[src/rtl/sfe_pkg.sv]
// Shared types and constants for the serial frame engine.
// Assumes nothing beyond a single system clock domain for every user.
package sfe_pkg;

    // Default command word width
    localparam int unsigned SFE_FRAME_W = 24;

    // Raw serial pins grouped for synchronization
    typedef struct packed {
        logic sclk;
        logic cs_n;
        logic sdi;
    } sfe_pins_t;

    // Idle value of the pins: clock low, deselected
    localparam sfe_pins_t SFE_PINS_IDLE = '{sclk: 1'b0, cs_n: 1'b1, sdi: 1'b0};

    // Single-cycle events derived from the synchronized pins
    typedef struct packed {
        logic sclk_rise;
        logic sclk_fall;
        logic cs_fall;
        logic cs_rise;
        logic cs_low;
        logic sdi;
    } sfe_evt_t;

endpackage

[src/rtl/sfe_sync.sv]
// Multi-stage flop synchronizer for a bundle of asynchronous inputs.
// Assumes each bit is independent or is sampled together with the other
// bits only where the surrounding protocol keeps them steady.
module sfe_sync #(
    parameter int unsigned         WIDTH   = 1,
    parameter int unsigned         STAGES  = 2,
    parameter logic [WIDTH-1:0]    RST_VAL = '0
) (
    input  logic             clk,
    input  logic             rst_n,
    input  logic [WIDTH-1:0] d,
    output logic [WIDTH-1:0] q
);

    genvar g;
    generate
        for (g = 0; g < STAGES; g++) begin : g_stage
            logic [WIDTH-1:0] q_r;
            if (g == 0) begin : g_first
                // First stage captures the asynchronous input
                always_ff @(posedge clk) begin
                    if (!rst_n) q_r <= RST_VAL;
                    else        q_r <= d;
                end
            end else begin : g_next
                // Later stages resolve metastability
                always_ff @(posedge clk) begin
                    if (!rst_n) q_r <= RST_VAL;
                    else        q_r <= g_stage[g-1].q_r;
                end
            end
        end
    endgenerate

    assign q = g_stage[STAGES-1].q_r;

endmodule

[src/rtl/sfe_edge.sv]
// Turns synchronized serial pins into single-cycle events.
// SCLK edges are only reported while chip select is low, so a clock
// toggling on a shared bus is ignored while this device is deselected.
module sfe_edge
    import sfe_pkg::*;
(
    input  logic      clk,
    input  logic      rst_n,
    input  sfe_pins_t pins_s,
    output sfe_evt_t  evt
);

    sfe_pins_t prev_q;

    // Keep last cycle's pin values for edge detection
    always_ff @(posedge clk) begin
        if (!rst_n) prev_q <= SFE_PINS_IDLE;
        else        prev_q <= pins_s;
    end

    // Compare current and previous samples
    always_comb begin
        evt.cs_low    = ~pins_s.cs_n;
        evt.cs_fall   =  prev_q.cs_n & ~pins_s.cs_n;
        evt.cs_rise   = ~prev_q.cs_n &  pins_s.cs_n;
        evt.sclk_rise =  pins_s.sclk & ~prev_q.sclk & ~pins_s.cs_n;
        evt.sclk_fall = ~pins_s.sclk &  prev_q.sclk & ~pins_s.cs_n;
        evt.sdi       =  pins_s.sdi;
    end

endmodule

[src/rtl/sfe_bitcount.sv]
// Counts received bits modulo the word width during one chip-select window.
// frame_ok is true when at least one bit arrived and the count is a whole
// number of words. Assumes chip select falls before the first SCLK edge.
module sfe_bitcount
    import sfe_pkg::*;
#(
    parameter int unsigned FRAME_W = SFE_FRAME_W
) (
    input  logic     clk,
    input  logic     rst_n,
    input  sfe_evt_t evt,
    output logic     frame_ok
);

    localparam int unsigned CNT_W = (FRAME_W > 1) ? $clog2(FRAME_W) : 1;
    localparam logic [CNT_W-1:0] CNT_LAST = CNT_W'(FRAME_W - 1);

    logic [CNT_W-1:0] cnt_q;
    logic             seen_q;

    // Clear at the start of a window, advance on each sampled bit
    always_ff @(posedge clk) begin
        if (!rst_n) begin
            cnt_q  <= '0;
            seen_q <= 1'b0;
        end else if (evt.cs_fall) begin
            cnt_q  <= evt.sclk_rise ? CNT_W'(1) : '0;
            seen_q <= evt.sclk_rise;
        end else if (evt.sclk_rise) begin
            cnt_q  <= (cnt_q == CNT_LAST) ? '0 : cnt_q + CNT_W'(1);
            seen_q <= 1'b1;
        end
    end

    // Whole, non-empty word count
    assign frame_ok = seen_q && (cnt_q == '0);

endmodule

[src/rtl/sfe_shifter.sv]
// Shared capture/transmit register. Input bits shift in at the LSB on each
// sampled rising SCLK edge. The output bit is refreshed from the MSB on chip
// select fall and on each falling SCLK edge. A parallel read-back load is
// accepted only while the device is deselected.
module sfe_shifter
    import sfe_pkg::*;
#(
    parameter int unsigned FRAME_W = SFE_FRAME_W
) (
    input  logic               clk,
    input  logic               rst_n,
    input  sfe_evt_t           evt,
    input  logic               load_en,
    input  logic [FRAME_W-1:0] load_word,
    output logic [FRAME_W-1:0] held_word,
    output logic               sdo_bit
);

    logic [FRAME_W-1:0] sr_q;
    logic               sdo_q;

    // Shift in new bits or take a read-back word while idle
    always_ff @(posedge clk) begin
        if (!rst_n)                        sr_q <= '0;
        else if (evt.sclk_rise)            sr_q <= {sr_q[FRAME_W-2:0], evt.sdi};
        else if (load_en && !evt.cs_low)   sr_q <= load_word;
    end

    // Present the next outgoing bit on the falling edges
    always_ff @(posedge clk) begin
        if (!rst_n)                             sdo_q <= 1'b0;
        else if (evt.cs_fall || evt.sclk_fall)  sdo_q <= sr_q[FRAME_W-1];
    end

    assign held_word = sr_q;
    assign sdo_bit   = sdo_q;

endmodule

[src/rtl/sfe_frame_engine.sv]
// Top of the serial frame engine. Synchronizes the serial pins to clk,
// derives edge events, shifts words through one register and, on chip select
// rise after a whole number of words, publishes the held word with a strobe.
// Assumes SCLK phases of at least three clk cycles.
module sfe_frame_engine
    import sfe_pkg::*;
#(
    parameter int unsigned FRAME_W     = SFE_FRAME_W,
    parameter int unsigned SYNC_STAGES = 2
) (
    input  logic               clk,
    input  logic               rst_n,
    input  logic               spi_sclk,
    input  logic               spi_cs_n,
    input  logic               spi_sdi,
    output logic               spi_sdo,
    output logic               spi_sdo_oe,
    output logic               frame_vld,
    output logic [FRAME_W-1:0] frame_word,
    input  logic               rdbk_load,
    input  logic [FRAME_W-1:0] rdbk_word
);

    localparam int unsigned PIN_W = $bits(sfe_pins_t);

    sfe_pins_t          pins_raw;
    sfe_pins_t          pins_s;
    sfe_evt_t           evt;
    logic               frame_ok;
    logic [FRAME_W-1:0] held_word;
    logic               sdo_bit;
    logic               sclk_rise_w;
    logic               sclk_fall_w;
    logic               cs_fall_w;
    logic               vld_q;
    logic [FRAME_W-1:0] word_q;

    assign pins_raw = '{sclk: spi_sclk, cs_n: spi_cs_n, sdi: spi_sdi};

    sfe_sync #(
        .WIDTH   (PIN_W),
        .STAGES  (SYNC_STAGES),
        .RST_VAL (SFE_PINS_IDLE)
    ) sync_i (
        .clk   (clk),
        .rst_n (rst_n),
        .d     (pins_raw),
        .q     (pins_s)
    );

    sfe_edge edge_i (
        .clk    (clk),
        .rst_n  (rst_n),
        .pins_s (pins_s),
        .evt    (evt)
    );

    sfe_bitcount #(
        .FRAME_W (FRAME_W)
    ) cnt_i (
        .clk      (clk),
        .rst_n    (rst_n),
        .evt      (evt),
        .frame_ok (frame_ok)
    );

    sfe_shifter #(
        .FRAME_W (FRAME_W)
    ) shf_i (
        .clk       (clk),
        .rst_n     (rst_n),
        .evt       (evt),
        .load_en   (rdbk_load),
        .load_word (rdbk_word),
        .held_word (held_word),
        .sdo_bit   (sdo_bit)
    );

    // Publish the held word when a valid window closes
    always_ff @(posedge clk) begin
        if (!rst_n) begin
            vld_q  <= 1'b0;
            word_q <= '0;
        end else begin
            vld_q <= evt.cs_rise && frame_ok;
            if (evt.cs_rise && frame_ok) word_q <= held_word;
        end
    end

    assign sclk_rise_w = evt.sclk_rise;
    assign sclk_fall_w = evt.sclk_fall;
    assign cs_fall_w   = evt.cs_fall;

    assign spi_sdo    = sdo_bit;
    assign spi_sdo_oe = evt.cs_low;
    assign frame_vld  = vld_q;
    assign frame_word = word_q;

endmodule

[config.mk]
export PLATFORM = sky130hd
export DESIGN_NAME = sfe_frame_engine
export DESIGN_NICKNAME = d
export VERILOG_FILES = /design/src/rtl/sfe_pkg.sv /design/src/rtl/sfe_sync.sv /design/src/rtl/sfe_edge.sv /design/src/rtl/sfe_bitcount.sv /design/src/rtl/sfe_shifter.sv /design/src/rtl/sfe_frame_engine.sv
export SDC_FILE = /design/constraint.sdc
export NUM_CORES = 1
export LEC_CHECK = 0
export ABC_CLOCK_PERIOD_IN_PS = 3300
export BUFFER_PORTS_ARGS = -buffer_cell sky130_fd_sc_hd__buf_4
export CORE_MARGIN = 3
export CORE_UTILIZATION = 45
export CTS_CLUSTER_DIAMETER = 50
export DETAILED_ROUTE_END_ITERATION = 6
export GPL_ROUTABILITY_DRIVEN = 0
export MAX_ROUTING_LAYER = met4
export PLACE_DENSITY = 0.71
export SETUP_SLACK_MARGIN = 0.1
export SYNTH_ARGS = -nofsm -noshare
export SYNTH_HDL_FRONTEND = slang
export SYNTH_SLANG_ARGS = --single-unit
[constraint.sdc]
create_clock -name clk -period 3.3 [get_ports clk]
set_input_delay 0.495 -clock clk [delete_from_list [all_inputs] [get_ports clk]]
set_output_delay 0.495 -clock clk [all_outputs]
set_load 0.01 [all_outputs]
### After elaboration in Yosys (flattened, before gate mapping)

Cells that the tools add are included.

* input port bits: 30
* output and inout bits: 27
* bits in registers: 64

* reductions and logical operators: 7
* bitwise gates (word level): 10
* muxes and demuxes: 8
* add/sub/neg operators: 1
* eq/ne operators: 1

Operators by type and width (count)
* $mux W24: 2
* $mux W5: 3
* $and A1 B1 Y1: 6
* $add A5 B1 Y5 const B: 1
* $eq A5 B5 Y1 const B: 1
* $logic_not A5 Y1: 1
* $not A1 Y1: 4
* $reduce_bool A2 Y1: 2
* $logic_and A1 B1 Y1: 3
* $mux W1: 3
* $logic_or A1 B1 Y1: 1

### Longest topological paths before layout

Gate-level depths: netlist (run 1).

* depth after elaboration: 5
* depth in mapped cells: 6
* gate-level depth less buffers: 5

### Hierarchy

From an unflattened synthesis (run 1), not the netlist that was laid out.

* cells, all modules: 282
* area, all modules: 2703.8 um2

Modules (own cells, without submodules)
* sfe_shifter: cells each 113, seq. area each 500.5 um2, instances 1, area an instance 1098.6 um2
* sfe_frame_engine: cells each 112, seq. area each 500.5 um2, instances 1, area an instance 1037.2 um2
* sfe_bitcount: cells each 35, seq. area each 120.1 um2, instances 1, area an instance 319.1 um2
* sfe_sync: cells each 12, seq. area each 120.1 um2, instances 1, area an instance 157.7 um2
* sfe_edge: cells each 10, seq. area each 40.0 um2, instances 1, area an instance 91.3 um2

### Least setup slack after synthesis (run 1)

OpenSTA, ideal clock, no wires.

* kind: input-to-reg
* start point: in rdbk_load
* end point: reg shf_i.sr_q[19] (netlist: shf_i.held_word[19])
* library setup time: 71 ps
* required time: 3229 ps
* slack: 1978 ps
* cell stages on the path: 6
* buffers on the path: 2
* arrival time: 1251 ps
* cell sequence: and2_1 -> buf_4 -> nor2_4 -> buf_2 -> nand2_1 -> a21oi_1

* word-level cells in the longest chain between the ends: 2

Ends and longest elaborated chain
* start, declared: line sfe_frame_engine.sv:20 `input logic rdbk_load,`
* $logic_and A1 B1 Y1: line sfe_shifter.sv:26 `else if (load_en && !evt.cs_low) sr_q <= load_word;`
* $reduce_bool A2 Y1 (no source line)
* end signal, assigned: line sfe_shifter.sv:25 `else if (evt.sclk_rise) sr_q <= {sr_q[FRAME_W-2:0], evt.sdi};`
* end signal, assigned: line sfe_shifter.sv:26
* end, declared: line sfe_shifter.sv:19 `logic [FRAME_W-1:0] sr_q;`

No other way between the ends.
A chain may end at the register's enable or synchronous reset.

### Worst setup path after layout (run 1)

* start point: reg sync_i.g_stage[1].q_r[1] (netlist: sync_i.q[1])
* end point: reg shf_i.sr_q[16] (netlist: shf_i.held_word[16])

* word-level cells in the longest chain between the ends: 3
* elaborated cells between the ends (all ways): 5

Ends and longest elaborated chain
* start, declared: line sfe_sync.sv:18 `logic [WIDTH-1:0] q_r;`
* start signal, assigned: line sfe_sync.sv:29 `else q_r <= g_stage[g-1].q_r;`
* $not A1 Y1: line sfe_edge.sv:26 `evt.sclk_rise = pins_s.sclk & ~prev_q.sclk & ~pins_s.cs_n;`
* $and A1 B1 Y1: line sfe_edge.sv:26
* $mux W24 / $reduce_bool A2 Y1 (equally long branches)

Several ways; a longest one is shown, not always the timed one.

==> impl_results.md, run 1 <==
- Status: finished clean
- IO Count: 57
- Max VDD drop: 0.275 mV
- Total gr overflow: 0
- Max Root-Sink Buffers: 2
- WHS Endpoint: sync_i.g_stage[0].q_r[1]
- Tmin final: 1990 ps
- Antenna violations before repair: 0
- Slew @ Worst Pin: 967 ps
- DR DRC count: 0
- Vias in the first global route: 1806
- CP peak stage delay: 820 ps
- Total track usage: 17.5%
- CTS Buf Count: 9
- CORE AREA: 5170 sq um
- Compound-Gate Fraction of Synth Area: 14.1%
- Hold Fails Final Rpt: 0
- Hold Crit Start: spi_cs_n
- Max H-tree Level: 3
- Cells on worst reg2reg path: 4
- Yosys warns: 0
- Fin. max-slew vios: 0
- Largest family of logic cells by synthesized area: simple AND/OR/NAND/NOR gates
- Full die area: 6320 sq um
- Final period util: 60.3%
- Share of layout cells above drive strength 1: 25.6%
- Vias: 1904
- Hold WS: 335 ps
- Number of fill cells: 469
- Multiplexer share of the synthesized area: 10.3%
- Dpl cell area: 2850 sq um
- Diodes inserted: 0
- Finish-stage setup viols: 0
- Post-CTS Hold Buffers: 0
- Sequential area share after synthesis: 52.7%
- Final worst slack: 1310 ps
- Die span in x: 79.5 um
- R2r setup slk: 1310 ps
- Fmax: 503 MHz
- LEAKAGE: 1.42 nW
- DR pass1 iterations: 4
- Worst setup SP type: flop
- Adder-cell share of the synthesized area: 1.03%
- Port Buf Inserts: 56
- Worst EP required: 3470 ps
- Worst skew pair latency: 340 ps
- Largest net degree at the start of global routing: 55
- Via/cell ratio: 5.04
- Core Util, Final: 59.4%
- Drt wl/cell: 13.1 um
- CTS tree: yes
- RSZ-0062 raised after global routing: no
- Worst reg2reg startpoint: sync_i.q[1]
- PD cells: 532 nW/um^2
- CP Capture Type: flop
- Flops & latches, synth: 64
- Root Buffer: clkbuf_8
- Post-synth cell types: 31
- Slew headroom: 35.5%
- Die Span Y: 79.5 um
- Core Rows: 26
- Clock Sinks: 64
- Clock skew: 5.76 ps
- Worst flop-to-flop path endpoint: shf_i.held_word[16]
- Post-Synth Simple-Gate Area: 16.5%
- Worst hold stages: 2
- Crit-path slowest cell: and2_1
- Cell area after layout: 3070 sq um
- Clk pin slew, worst setup/hold paths: 70 ps
- Tightest Hold Check Type: in -> reg
- Global-route wire length before repair: 8250 um
- Initial DRC Count: 123
- Final setup TNS: 0 ps
- Routed WL: 4970 um
- Number of nets with antenna violations after routing: 0
- Post-CTS sizing: 0
- Placement Setup Slack: 1290 ps
- Critical path class: reg -> reg
- Post-Synth XOR/XNOR Area: 0.721%
- Setup Buffers After CTS: 0
- Starting Density: 47.0%
- Crit path launch: sync_i.q[1]
- CP cell instances: and2_1 -> nor2_4 -> nand2_1 -> a21oi_1
- Syn Std Cell Area: 2430 sq um
- Post-synthesis area per instance: 9.72 sq um
- HPWL after DPL: 3240 um
- Max FO, Critical Path: 25
- Crit path DAT: 2160 ps
- Cells after Synth: 250
- Nets: 335
- Max cap viols: 0
- Layout overhead on the synthesized area: 26.4%
- Post-Syn Nets: 282
-- routing by layer --
metal,global-route usage (%),up-vias,share of wire [%]
met5,-,-,0
met4,6.19,0,1.1
met2,25.1,62,45
met1,22.8,868,47
met3,5.98,6,7.5
li1,-,968,-
-- cell type report --
class	instances	area, sq um	area share (%)
clock inverters	6	82.6	2.69
multi-input cells	166	1040	33.7
clock buffers	10	138	4.48
flip-flops and latches	64	1280	41.7
inverters	5	18.8	0.611
well taps	70	87.6	2.85
repair buffers	57	428	13.9
-- sequential cells by signal (all words and copies together), names as in the netlist --
register / cells
cnt_i.seen_q: 1
frame_word: 24
sync_i.q: 3
sync_i.g_stage.q_r: 3
shf_i.held_word: 24
cnt_i.cnt_q: 5
frame_vld: 1
edge_i.prev_q: 2
shf_i.sdo_bit: 1
-- per-stage QoR --
step	total power, mW	cells
after floorplan	0.876	250
after global placement	0.915	362
after detailed placement	0.917	362
after CTS	1.65	378
after global routing	1.71	378
final	1.63	378
-- Yosys cell counts --
cell type  instances  area share, %
nand2_1           29            4.5
nor2_4             1           0.46
nand3_1            4           0.82
nor4_1             1           0.26
a32oi_1            1           0.36
nor3b_2            1           0.51
nand4_4            1           0.87
buf_6              4            1.9
buf_4              1           0.31
nand2b_1           2           0.51
xnor2_1            1           0.36
nor2b_1            1           0.26
a22oi_1           24            7.4
and2_1             6            1.5
nand4_1            1           0.26
dfxtp_1           64             53
buf_2              4           0.82
xor2_1             1           0.36
inv_2              1           0.15
ha_1               2            1.0
inv_1              4           0.62
clkbuf_1           6           0.93
mux2i_1           25             10
nor3b_4            1           0.77
o32ai_1            1           0.36
nor2_2             1           0.26
nor2_1            31            4.8
a21oi_1           28            5.8
nand3b_1           1           0.31
o21ai_0            1           0.21
or3b_1             1           0.36
-- kinds of logic (layout without fill, tap and decap cells) --
kind of cell | count (synthesis) | after routing
simple gates | 82 | 82
mux | 25 | 25
compound gates | 55 | 55
fa+ha+maj | 2 | 2
xor+xnor | 2 | 2
buf+inv | 20 | 78
flops | 64 | 64
-- power breakdown --
group	internal [mW]	leakage [nW]	switching, mW	total, mW
sequential	0.794	0.521	0.0168	0.811
combinational	0.0425	0.791	0.0463	0.0888
clock	0.442	0.112	0.293	0.734
total	1.28	1.42	0.356	1.63
-- worst max-delay path: cells and delay by family, from the launching register on --
kind             cells  cell delay [ps]
AND/OR/NAND/NOR      3             1250
AO/OA/AOI/OAI        1               80
flip-flops           1              480
-- placed cells by master, fill, tap and decap left out, types with 2 or more instances in the layout --
master / Yosys / final
a21oi_1: 28 / 28
nand2b_1: 2 / 2
and2_1: 6 / 6
mux2i_1: 25 / 25
nand3_1: 4 / 4
ha_1: 2 / 2
clkbuf_8: 0 / 10
dfxtp_1: 64 / 64
nor2_1: 31 / 31
inv_1: 4 / 4
clkinv_2: 0 / 3
nand2_1: 29 / 29
buf_4: 1 / 57
a22oi_1: 24 / 24
bufinv_16: 0 / 2
-- worst max-delay path by stage --
stage,endpoint,slack [ps],cells past startpoint
global route,shf_i.held_word[16],1110,4
detailed placement,shf_i.held_word[21],1290,5
global placement,shf_i.held_word[14],1350,5
floorplan,shf_i.held_word[19],1980,6
finish,shf_i.held_word[16],1310,4
CTS,shf_i.held_word[16],1290,4
Note: power is estimated with default switching activity, not from simulation.
==> inputs of run 2 (changes only) <==
ABC_CLOCK_PERIOD_IN_PS = 1900   (was 3300)
clock period = 1.9 ns   (was 3.3 ns; I/O delays follow)
==> impl_results.md, run 2 (synthesized netlist as in run 1, its figures left out) <==
- Slew headroom: 58.5% (was 35.5%)
- Core Rows: 26 (unchanged)
- Sw power: 613 uW (was 356 uW)
- Largest net degree at the start of global routing: 31 (was 55)
- Post-CTS Hold Buffers: 0 (unchanged)
- Vias: 1948 (was 1904)
- Clock skew: 10.2 ps (was 5.76 ps)
- Clock Sinks: 64 (unchanged)
- Worst EP required: 2110 ps (was 3470 ps)
- Multi-input logic area: 1040 sq um (unchanged)
- Fmax: 600 MHz (was 503 MHz)
- CP Capture Type: flop (unchanged)
- Drt wl/cell: 13.2 um (was 13.1 um)
- Vias in the first global route: 1849 (was 1806)
- HPWL after DPL: 3320 um (was 3240 um)
- DR DRC count: 0 (unchanged)
- Port Buf Inserts: 56 (unchanged)
- Net Sw Frac: 23.0% (was 21.8%)
- Power Total: 2.67 mW (was 1.63 mW)
- Total gr overflow: 0 (unchanged)
- CTS Buf Count: 9 (unchanged)
- Layout overhead on the synthesized area: 26.2% (was 26.4%)
- Initial DRC Count: 133 (was 123)
- Nets: 339 (was 335)
- CP cell instances: nor3b_2 -> nand4_4 -> mux2i_1 -> nor2_1 (was and2_1 -> nor2_4 -> nand2_1 -> a21oi_1)
- Final period util: 87.7% (was 60.3%)
- DR pass1 iterations: 4 (unchanged)
- CTS tree: yes (unchanged)
- PD cells: 869 nW/um^2 (was 532 nW/um^2)
- Critical path class: reg -> reg (unchanged)
- Die span in x: 79.5 um (unchanged)
- Status: finished clean (unchanged)
- Number of nets with antenna violations after routing: 0 (unchanged)
- Number of fill cells: 474 (was 469)
- Finish-stage setup viols: 0 (unchanged)
- Gate power share: 5.9% (was 5.4%)
- Die Span Y: 79.5 um (unchanged)
- Placed cells: 366 (was 362)
- Starting Density: 47.0% (unchanged)
- Hold WS: 140 ps (was 335 ps)
- Worst skew pair latency: 330 ps (was 340 ps)
- Cell area after layout: 3070 sq um (about the same)
- Max H-tree Level: 3 (unchanged)
- Root Buffer: clkbuf_8 (unchanged)
- Internal: 2.06 mW (was 1.28 mW)
- Slew @ Worst Pin: 621 ps (was 967 ps)
- Fin. max-slew vios: 0 (unchanged)
- Share of layout cells above drive strength 1: 26.3% (was 25.6%)
- Tightest Hold Check Type: in -> reg (unchanged)
- Register area: 1280 sq um (unchanged)
- Max Root-Sink Buffers: 2 (unchanged)
- Post-Layout Cell Count: 382 (was 378)
- RSZ-0062 raised after global routing: yes (was no)
- Most common cell after layout, fill and taps aside: dfxtp_1 (unchanged)
- Final setup TNS: 0 ps (unchanged)
- Via/cell ratio: 5.10 (was 5.04)
- Full die area: 6320 sq um (unchanged)
- Max FO, Critical Path: 25 (unchanged)
- Post-CTS sizing: 0 (unchanged)
- Routed WL: 5060 um (was 4970 um)
- Global-route wire length before repair: 8450 um (was 8250 um)
- Clock power frac: 41.4% (was 44.9%)
- Diodes inserted: 0 (unchanged)
- Antenna violations before repair: 0 (unchanged)
- Worst setup SP type: flop (unchanged)
- Hold Fails Final Rpt: 0 (unchanged)
- LEAKAGE: 1.42 nW (about the same)
- Max VDD drop: 0.421 mV (was 0.275 mV)
- IO Count: 57 (unchanged)
- Setup Buffers After CTS: 0 (unchanged)
- Clk pin slew, worst setup/hold paths: 70 ps (about the same)
- CP peak stage delay: 520 ps (was 820 ps)
- CORE AREA: 5170 sq um (unchanged)
- Seq pwr share: 52.7% (was 49.6%)
- Crit-path slowest cell: nand4_4 (was and2_1)
- Max cap viols: 0 (unchanged)
- Total track usage: 17.6% (was 17.5%)
- Tmin final: 1670 ps (was 1990 ps)
- Dpl cell area: 2880 sq um (was 2850 sq um)
- Most frequent cells in the layout: 64 x dfxtp_1, 61 x buf_4, 31 x nor2_1, 29 x nand2_1, 28 x a21oi_1 (was 64 x dfxtp_1, 57 x buf_4, 31 x nor2_1, 29 x nand2_1, 28 x a21oi_1)
- Crit path DAT: 1870 ps (was 2160 ps)
==> run 2: changes by cell type in the layout (fill, tap and decap cells not counted), sizes merged <==
cell / delta
clkinvlp: +1
buf: +4
bufinv: -1
==> run 2: final cells by class <==
cell class | instances | share of cell area, %
clock buffers | 10 | 4.16
clock inverters | 6 | 1.96
well taps | 70 | 2.85
multi-input cells | 166 | 33.8
flip-flops and latches | 64 | 41.7
repair buffers | 61 | 14.9
inverters | 5 | 0.611
==> run 2: per-layer routing <==
layer / vias to the layer above / GRT usage, % / wire (um)
met3: 8 / 3.72 / 329
li1: 978 / - / -
met5: - / - / 0
met1: 901 / 22.5 / 2270
met4: 0 / 8.76 / 94
met2: 61 / 26.3 / 2370
==> run 2: power by group through the flow <==
stage | sequential [mW] | combinational [mW] | clock (mW)
6_report | 1.41 | 0.159 | 1.10
5_1_grt | 1.41 | 0.177 | 1.19
4_1_cts | 1.41 | 0.160 | 1.14
3_5_place_dp | 1.44 | 0.160 | 0
3_3_place_gp | 1.44 | 0.158 | 0
2_1_floorplan | 1.43 | 0.0922 | 0
==> run 2: path summary, 6_finish.rpt <==
path | startpoint | to | slack, ps | cells past startpoint
min | spi_cs_n | sync_i.g_stage[0].q_r[1] | 140 | 2
max reg2reg | cnt_i.cnt_q[2] | frame_word[20] | 230 | 4
min reg2reg | sync_i.g_stage[0].q_r[1] | sync_i.q[1] | 420 | 1
max | cnt_i.cnt_q[2] | frame_word[20] | 230 | 4
==> run 2: worst max-delay path: cells and delay by family (launching register included) <==
kind / cells / cell delay, ps
DFF: 1 / 370
and+or+nand+nor: 3 / 830
muxes: 1 / 350
==> run 2: metrics by stage <==
stage | setup WS (ps) | util, %
5_1_grt | 62.4 | 59.3
6_report | 234 | 59.3
4_1_cts | 200 | 59.3
3_5_place_dp | 234 | 55.7
3_3_place_gp | 297 | 55.7
2_1_floorplan | 607 | -
